`src/rtl/mel_pkg.sv`:
```
package mel_pkg;
  localparam int STS_W = 16;
  localparam logic [STS_W-1:0] ERR_MASK = 16'h0B03;
  localparam int B_CE    = 0;
  localparam int B_UE    = 1;
  localparam int B_RTO   = 8;
  localparam int B_LOCK  = 9;
  localparam int B_THERM = 11;

  typedef enum logic [2:0] {
    SEL_STATUS = 3'd0,
    SEL_CMD    = 3'd1,
    SEL_PTR    = 3'd2,
    SEL_EXT    = 3'd3,
    SEL_SYN    = 3'd4
  } reg_sel_e;

  typedef struct packed {
    logic therm;
    logic lock;
    logic rto;
    logic ue;
    logic ce;
  } err_ev_t;

  // place event pulses at their status bit positions
  function automatic logic [STS_W-1:0] ev_to_bits(err_ev_t e);
    logic [STS_W-1:0] b;
    b = '0;
    b[B_CE]    = e.ce;
    b[B_UE]    = e.ue;
    b[B_RTO]   = e.rto;
    b[B_LOCK]  = e.lock;
    b[B_THERM] = e.therm;
    return b;
  endfunction

  // sticky flag update: clear by ones, then set from events (events win)
  function automatic logic [STS_W-1:0] w1c_next(logic [STS_W-1:0] cur,
                                                logic [STS_W-1:0] clr,
                                                logic [STS_W-1:0] set);
    return ((cur & ~clr) | set) & ERR_MASK;
  endfunction
endpackage

```
`src/rtl/mel_status.sv`:
```
module mel_status
  import mel_pkg::*;
(
  input  logic             clk,
  input  logic             rst_n,
  input  err_ev_t          ev,
  input  logic             clr_we,
  input  logic [STS_W-1:0] clr_data,
  output logic [STS_W-1:0] status,
  output logic             any_err,
  output logic             ue_set
);
  logic [STS_W-1:0] ev_bits;
  logic [STS_W-1:0] clr_eff;

  assign ev_bits = ev_to_bits(ev);
  assign clr_eff = clr_we ? (clr_data & ERR_MASK) : '0;

  always_ff @(posedge clk or negedge rst_n) begin
    if (!rst_n) status <= '0;
    else        status <= w1c_next(status, clr_eff, ev_bits);
  end

  assign any_err = |(status & ERR_MASK);
  assign ue_set  = status[B_UE];

  AST_EVENT_STICKS: assert property (@(posedge clk) disable iff (!rst_n)
    (ev_bits != '0) |=> ((status & $past(ev_bits)) == $past(ev_bits)));

  AST_ONES_CLEAR: assert property (@(posedge clk) disable iff (!rst_n)
    (clr_eff != '0) |=> ((status & $past(clr_eff & ~ev_bits)) == '0));

  AST_ZEROS_KEEP: assert property (@(posedge clk) disable iff (!rst_n)
    clr_we |=> ((status & $past(status & ~clr_eff)) == $past(status & ~clr_eff)));
endmodule

```
`src/rtl/mel_capture.sv`:
```
module mel_capture #(
  parameter int ADDR_W    = 33,
  parameter int GRAIN_LSB = 7,
  parameter int SYN_W     = 8
) (
  input  logic              clk,
  input  logic              rst_n,
  input  logic              ev_ce,
  input  logic              ev_ue,
  input  logic              any_err,
  input  logic              ue_set,
  input  logic [ADDR_W-1:0] addr,
  input  logic              chan,
  input  logic [SYN_W-1:0]  syn,
  output logic [31:0]       ptr,
  output logic [7:0]        ext,
  output logic [SYN_W-1:0]  syn_q
);
  localparam int EXT_W = ADDR_W - 32;

  function automatic logic [31:0] pack_ptr(logic [ADDR_W-1:0] a, logic c);
    logic [31:0] p;
    p = '0;
    p[31:GRAIN_LSB] = a[31:GRAIN_LSB];
    p[0] = c;
    return p;
  endfunction

  function automatic logic [7:0] pack_ext(logic [ADDR_W-1:0] a);
    logic [7:0] e;
    e = '0;
    for (int i = 0; i < EXT_W; i++) e[i] = a[32+i];
    return e;
  endfunction

  logic take_ue, take_ce, cap_en;
  assign take_ue = ev_ue && !ue_set;
  assign take_ce = ev_ce && !ev_ue && !any_err;
  assign cap_en  = take_ue || take_ce;

  always_ff @(posedge clk or negedge rst_n) begin
    if (!rst_n) begin
      ptr   <= '0;
      ext   <= '0;
      syn_q <= '0;
    end else if (cap_en) begin
      ptr   <= pack_ptr(addr, chan);
      ext   <= pack_ext(addr);
      syn_q <= syn;
    end
  end

  AST_CE_BLOCKED: assert property (@(posedge clk) disable iff (!rst_n)
    (ev_ce && !ev_ue && any_err) |=> ($stable(ptr) && $stable(ext) && $stable(syn_q)));

  AST_UE_TAKES: assert property (@(posedge clk) disable iff (!rst_n)
    (ev_ue && !ue_set) |=> (ptr[31:GRAIN_LSB] == $past(addr[31:GRAIN_LSB]) && syn_q == $past(syn)));

  AST_UE_FIRST_KEPT: assert property (@(posedge clk) disable iff (!rst_n)
    (ue_set && !ev_ce) |=> ($stable(ptr) && $stable(syn_q)));

  AST_PTR_RSVD_ZERO: assert property (@(posedge clk) disable iff (!rst_n)
    ptr[GRAIN_LSB-1:1] == '0);
endmodule

```
`src/rtl/mel_serr.sv`:
```
module mel_serr
  import mel_pkg::*;
(
  input  logic             clk,
  input  logic             rst_n,
  input  logic [STS_W-1:0] status,
  input  logic [STS_W-1:0] cmd,
  output logic             serr
);
  logic hit;
  assign hit = |(status & cmd & ERR_MASK);

  always_ff @(posedge clk or negedge rst_n) begin
    if (!rst_n) serr <= 1'b0;
    else        serr <= hit;
  end

  AST_SERR_HAS_SOURCE: assert property (@(posedge clk) disable iff (!rst_n)
    $rose(serr) |-> $past((status & cmd) != '0));

  AST_SERR_DROPS: assert property (@(posedge clk) disable iff (!rst_n)
    ((status & cmd) == '0) |=> !serr);
endmodule

```
`src/rtl/mem_err_log.sv`:
```
module mem_err_log
  import mel_pkg::*;
#(
  parameter int ADDR_W    = 33,
  parameter int GRAIN_LSB = 7,
  parameter int SYN_W     = 8
) (
  input  logic              clk,
  input  logic              rst_n,
  input  logic              ev_ce,
  input  logic              ev_ue,
  input  logic              ev_rto,
  input  logic              ev_lock,
  input  logic              ev_therm,
  input  logic [ADDR_W-1:0] err_addr,
  input  logic              err_chan,
  input  logic [SYN_W-1:0]  err_syn,
  input  logic [2:0]        reg_sel,
  input  logic              reg_we,
  input  logic [31:0]       reg_wdata,
  output logic [31:0]       reg_rdata,
  output logic              serr_out
);
  err_ev_t          ev;
  logic [STS_W-1:0] status, cmd_q;
  logic             any_err, ue_set;
  logic [31:0]      ptr;
  logic [7:0]       ext;
  logic [SYN_W-1:0] syn_q;
  logic             wr_status, wr_cmd;

  assign ev = '{therm: ev_therm, lock: ev_lock, rto: ev_rto, ue: ev_ue, ce: ev_ce};
  assign wr_status = reg_we && (reg_sel == SEL_STATUS);
  assign wr_cmd    = reg_we && (reg_sel == SEL_CMD);

  mel_status u_status (
    .clk(clk), .rst_n(rst_n), .ev(ev), .clr_we(wr_status),
    .clr_data(reg_wdata[STS_W-1:0]), .status(status),
    .any_err(any_err), .ue_set(ue_set)
  );

  mel_capture #(.ADDR_W(ADDR_W), .GRAIN_LSB(GRAIN_LSB), .SYN_W(SYN_W)) u_capture (
    .clk(clk), .rst_n(rst_n), .ev_ce(ev_ce), .ev_ue(ev_ue),
    .any_err(any_err), .ue_set(ue_set), .addr(err_addr), .chan(err_chan),
    .syn(err_syn), .ptr(ptr), .ext(ext), .syn_q(syn_q)
  );

  always_ff @(posedge clk or negedge rst_n) begin
    if (!rst_n)      cmd_q <= '0;
    else if (wr_cmd) cmd_q <= reg_wdata[STS_W-1:0] & ERR_MASK;
  end

  mel_serr u_serr (
    .clk(clk), .rst_n(rst_n), .status(status), .cmd(cmd_q), .serr(serr_out)
  );

  always_comb begin
    reg_rdata = '0;
    case (reg_sel)
      SEL_STATUS: reg_rdata[STS_W-1:0] = status;
      SEL_CMD:    reg_rdata[STS_W-1:0] = cmd_q;
      SEL_PTR:    reg_rdata = ptr;
      SEL_EXT:    reg_rdata[7:0] = ext;
      SEL_SYN:    reg_rdata[SYN_W-1:0] = syn_q;
      default:    reg_rdata = '0;
    endcase
  end

  AST_LOG_READ_ONLY: assert property (@(posedge clk) disable iff (!rst_n)
    (reg_we && !ev_ce && !ev_ue) |=> ($stable(ptr) && $stable(ext) && $stable(syn_q)));

  AST_CMD_RSVD_ZERO: assert property (@(posedge clk) disable iff (!rst_n)
    wr_cmd |=> ((cmd_q & ~ERR_MASK) == '0));

  AST_RSVD_STATUS_ZERO: assert property (@(posedge clk) disable iff (!rst_n)
    (reg_sel == SEL_STATUS) |-> (reg_rdata[31:12] == '0 && reg_rdata[10] == 1'b0
                                 && reg_rdata[7:2] == '0));
endmodule

```
`config.mk`:
```
export PLATFORM = sky130hd
export DESIGN_NAME = mem_err_log
export DESIGN_NICKNAME = d
export VERILOG_FILES = /design/src/rtl/mel_pkg.sv /design/src/rtl/mel_status.sv /design/src/rtl/mel_capture.sv /design/src/rtl/mel_serr.sv /design/src/rtl/mem_err_log.sv
export SDC_FILE = /design/constraint.sdc
export NUM_CORES = 1
export LEC_CHECK = 0
export ABC_AREA = 1
export BUFFER_PORTS_ARGS = -buffer_cell sky130_fd_sc_hd__buf_2
export CAP_MARGIN = 20
export CORE_AREA = 2 2 76 78
export CTS_CLUSTER_SIZE = 25
export DETAILED_ROUTE_END_ITERATION = 7
export DIE_AREA = 0 0 78 80
export HOLD_SLACK_MARGIN = 0.1
export PLACE_DENSITY = 0.79
export SETUP_SLACK_MARGIN = 0.1
export SLEW_MARGIN = 0
export SYNTH_ARGS = -nofsm -noshare
export SYNTH_HDL_FRONTEND = slang
export SYNTH_SLANG_ARGS = --single-unit
```
`constraint.sdc`:
```
create_clock -name clk -period 1.5 [get_ports clk]
set_input_delay 0.3 -clock clk [delete_from_list [all_inputs] [get_ports clk]]
set_output_delay 0.3 -clock clk [all_outputs]
set_load 0.01 [all_outputs]
```
== Word level (Yosys, flattened, before mapping) ==
Cells that the tools add are included.
W data, S select, Z words.
Operators by class
  equality and inequality tests: 4
  multiplexer cells: 4
  bitwise gates (word level): 4
  reduce and logical (&&, ||, !) cells: 12
Operator list (count)
  $pmux W8 S5: 1
  $and A12 B12 Y12: 2
  $pmux W8 S3: 1
  $mux W16: 1
  $mux W12: 1
  $not A12 Y12: 1
  $or A12 B12 Y12: 1
  $reduce_or A5 Y1: 2
  $eq A3 B2 Y1 const B: 2
  $logic_and A1 B1 Y1: 5
  $eq A3 B1 Y1 const B: 1
  $eq A3 B3 Y1 const B: 1
  $logic_not A1 Y1: 3
  $logic_not A3 Y1: 1
  $logic_or A1 B1 Y1: 1
Storage, ports and cells
  bits in registers: 46
  input port bits: 85
  output and inout port bits: 33
  word-level logic and storage cells: 30

== Longest topological paths before layout ==
  word-level depth: 6
  gate-level depth with buffers: 6
  depth with buffers taken out: 6

== Cells and area by module ==
A second synthesis with hierarchy kept.
Unflattened totals
  cell total of the unflattened synthesis: 378
  area, all modules: 2847.7 um^2
Modules (own cells, without submodules)
  mel_capture: instances 1, cells an instance 175, area an instance 1660.3 um^2, seq. area each 875.8 um^2
  mem_err_log: instances 1, cells an instance 149, area an instance 810.8 um^2, seq. area each 125.1 um^2
  mel_status: instances 1, cells an instance 42, area an instance 310.3 um^2, seq. area each 125.1 um^2
  mel_serr: instances 1, cells an instance 12, area an instance 66.3 um^2, seq. area each 25.0 um^2

== Least setup slack after synthesis ==
OpenSTA, ideal clock, no wires.
  kind: input -> output
  from: input reg_sel[0]
  to: output reg_rdata[16]
  data arrival time: 947 ps
  required time: 1200 ps
  slack: 253 ps
  cell stages on the path: 4
  path buffers: 1
  cell sequence: nor3_4 -> inv_2 -> clkbuf_8 -> nor2_1
Between the ends
  word-level cells in the longest chain between the ends: 2
Ends and longest elaborated chain
  start: declaration: line mem_err_log.sv:18  | input logic [2:0] reg_sel,
  $eq A3 B2 Y1: line mem_err_log.sv:59  | case (reg_sel)
  $mux W16: line mem_err_log.sv:59
  end: declaration: line mem_err_log.sv:21  | output logic [31:0] reg_rdata,
No other way between the ends.

== Worst setup path in the final report ==
  from: register u_status.status[9]
  to: output reg_rdata[9]
Between the ends
  word-level cells in the longest chain between the ends: 1
Ends and longest elaborated chain
  start: declaration: line mel_status.sv:9  | output logic [STS_W-1:0] status,
  start signal: assignment: line mel_status.sv:21  | else status <= w1c_next(status, clr_eff, ev_bits);
  $pmux W8 S3: line mem_err_log.sv:59
No other way between the ends.

==> summary.txt <==
Detailed routing
  – Post-DRT Antenna Nets: 0
  – DR vias: 2392
  – Via/cell ratio: 4.96
  – Remaining DRCs: 0
  – DRT Wirelength: 6.58 mm
  – Drt pass-1 iters: 4
  – DR iter-0 viols: 125
  – Per-cell routed wire length: 13.7 um

GRT
  – Gr usage total: 19.8%
  – GRT Residual Overflow: 0
  – Vias in the first global route: 2210
  – Pin count of the biggest net entering global routing: 47
  – First-pass GRT wire length: 9.78 mm
  – Initial antenna violation count: 0

Synth
  – YS warnings: 0
  – Area contributors post-synth: dfrtp_1 (47%), nand3_1 (17%), nand2_1 (13%)
  – Top cell type's share of synthesized area: 47.4%
  – Sequential share of the synthesized area: 47.4%
  – Synthesized cell area: 2430 um2
  – Library cells used by synthesis: 20
  – Synthesis-stage register bit count: 46
  – Post-synthesis cell count: 310
  – Syn nets: 395
  – Syn Area/Cell: 7.83 um2
  – Cell taking the most area after synthesis: dfrtp_1

Finish
  – Final non-filler cell total: 482
  – Commonest non-fill, non-tap cell in the layout: buf_2
  – Final nets: 494
  – Post-Route Utilization: 60.0%
  – Ant. Diodes: 0
  – Layout overhead on the synthesized area: 33.5%
  – Most frequent cells in the layout: buf_2 (79), nand2_1 (78), nand3_1 (77), dfrtp_1 (44), inv_1 (35)
  – Layout cells sized above 1: 35.1%
  – Fin area: 3240 um2

Floorplanning
  – Ports: 118
  – Die Wd: 78 um
  – Site Rows: 27
  – Die footprint: 6240 um2
  – Initial core utilization: 44.9%
  – Core Area: 5410 um2
  – Chip height: 80 um

CTS
  – Clk_lat worst skew: 0.30 ns
  – TritonCTS clock tree: done
  – CTS root buf: clkbuf_8
  – Worst-path clk slew: 0.09 ns
  – Clock sink count: 46
  – CTS Buffer Depth: 2
  – CTS Buf Count: 5
  – H-Tree Depth: 2

Pwr
  – Cell Pwr Density: 972 nW/um2
  – Leakage: 1.81 nW
  – VDD IR max: 0.000460 V

Setup path
  – CP max FO: 5
  – Worst reg2reg setup slack: 0.13 ns
  – Data arrival time of the worst path: 1.20 ns
  – CP startpoint kind: flip-flop
  – Worst r2r src: u_status.status[11]$_DFF_PN0_
  – R2R depth: 7
  – Critical path endpoint category: output port
  – Worst setup path class: flip-flop to output port
  – Crit Reg-Reg Endpoint: u_capture.ptr[25]$_DFFE_PN0P_
  – Critical Path Source: u_status.status[9]$_DFF_PN0_
  – WP data required: 1.20 ns
  – Crit path capture: reg_rdata[9]

Run status
  – Status: finished with violations
  – Failing checks: negative setup slack

Timing
  – Share of the clock period used by the worst path: 100%
  – Worst slew margin: 50.4%
  – Worst-margin pin slew: 0.743 ns
  – Max Clk Rate: 666 MHz
  – Fin crit period: 1.50 ns
  – Skew final: 0.00603 ns
  – RSZ-0062 raised after global routing: yes
  – Final Max Tran Viols: 0
  – Final setup violation count: 1
  – Final WS setup: -0.00110 ns
  – Final Hold Fails: 0

Place
  – Placed cell count: 460
  – RePlAce Congestion: 0.836
  – Place WS: 0.0427 ns
  – Port Buffers: 83
  – Dpl cell area: 2870 um2
  – DP HPWL: 3.99 mm

Min path
  – Worst min path class: input port to flip-flop
  – Worst hold path depth: 3

Job
  – Maxcap violations: 0
==> logic make-up after synthesis <==
logic type             after synthesis  share of synthesized area (%)
buffers and inverters               56                           12.9
DFF                                 46                           47.4
and+or+nand+nor                    203                           38.3
AOI/OAI and AO/OA                    5                           1.34
==> synthesized netlist by cell type <==
cell	n
o211ai_1	2
nor3_4	1
nand2_2	1
a21boi_0	1
nand2_4	1
nand4_1	1
nand4_4	1
dfrtp_1	46
buf_4	3
o21ai_0	1
nand2_1	82
buf_6	7
nor2_4	1
nand3_1	81
nor2_2	7
clkbuf_8	4
inv_1	39
a21oi_1	1
inv_2	3
nor2_1	27
==> flip-flops by register name, summed over array words and instances (netlist names) <==
signal / count
cmd_q: 5
u_capture.ext: 1
u_capture.ptr: 26
u_capture.syn_q: 8
u_serr.serr: 1
u_status.status: 5
==> what timing repair did <==
action / 4_1_cts / 5_1_grt
cloned: 0 / 4
hold endpoints to repair: 46 / 0
pin swaps: 4 / 8
hold buffers: 1 / 0
setup endpoints to repair: 26 / 67
gates resized for setup: 17 / 22
buffers inserted: 5 / 4
==> worst min-delay path by stage <==
| stage | start | end | slack [ns] |
|---|---|---|---|
| after floorplan | rst_n | cmd_q[0]$_DFFE_PN0P_ | 0.004 |
| after global placement | rst_n | u_capture.ptr[17]$_DFFE_PN0P_ | 0.30 |
| after detailed placement | rst_n | u_capture.ptr[17]$_DFFE_PN0P_ | 0.30 |
| after CTS | ev_rto | u_status.status[8]$_DFF_PN0_ | 0.17 |
| after global routing | ev_lock | u_status.status[9]$_DFF_PN0_ | 0.19 |
| final | ev_rto | u_status.status[8]$_DFF_PN0_ | 0.17 |
==> routing by layer <==
metal  up-vias  wire, um  GRT usage, %  share of wire (%)
li1       1177         -             -                  -
met1      1123      2870          24.0                 44
met2        85      3200          34.7                 49
met3         7       416          3.85                6.3
met4         0        93          7.54                1.4
met5         -         0             0                  0
==> through the flow <==
step / power (mW) / hold WS, ns / TNS (ns)
final: 3.15 / 0.173 / -0.00110
after detailed placement: 2.34 / 0.304 / 0
after floorplan: 2.09 / 0.00441 / 0
after global placement: 2.30 / 0.302 / 0
after CTS: 3.14 / 0.168 / 0
after global routing: 3.38 / 0.186 / -0.0758
==> critical path, stage by stage (launching register included) <==
cell	delay (ns)
dfrtp_1	0.52
nand2_1	0.12
nand3_1	0.12
buf_2	0.14
==> power by group <==
| group | switching [mW] | internal (mW) |
|---|---|---|
| combinational | 0.394 | 0.305 |
| clock | 0.408 | 0.372 |
| sequential | 0.155 | 1.52 |
==> layout make-up <==
type                       instances  area (um2)
fill                             514        2160
sequential                        46        1150
multi-input combinational        212        1100
timing repair buffer             102         638
inverter                          42         165
tap                               72        90.1
clock buffer                       7        86.3
clock inverter                     1        5.00
(Power assumes the default switching activity.)
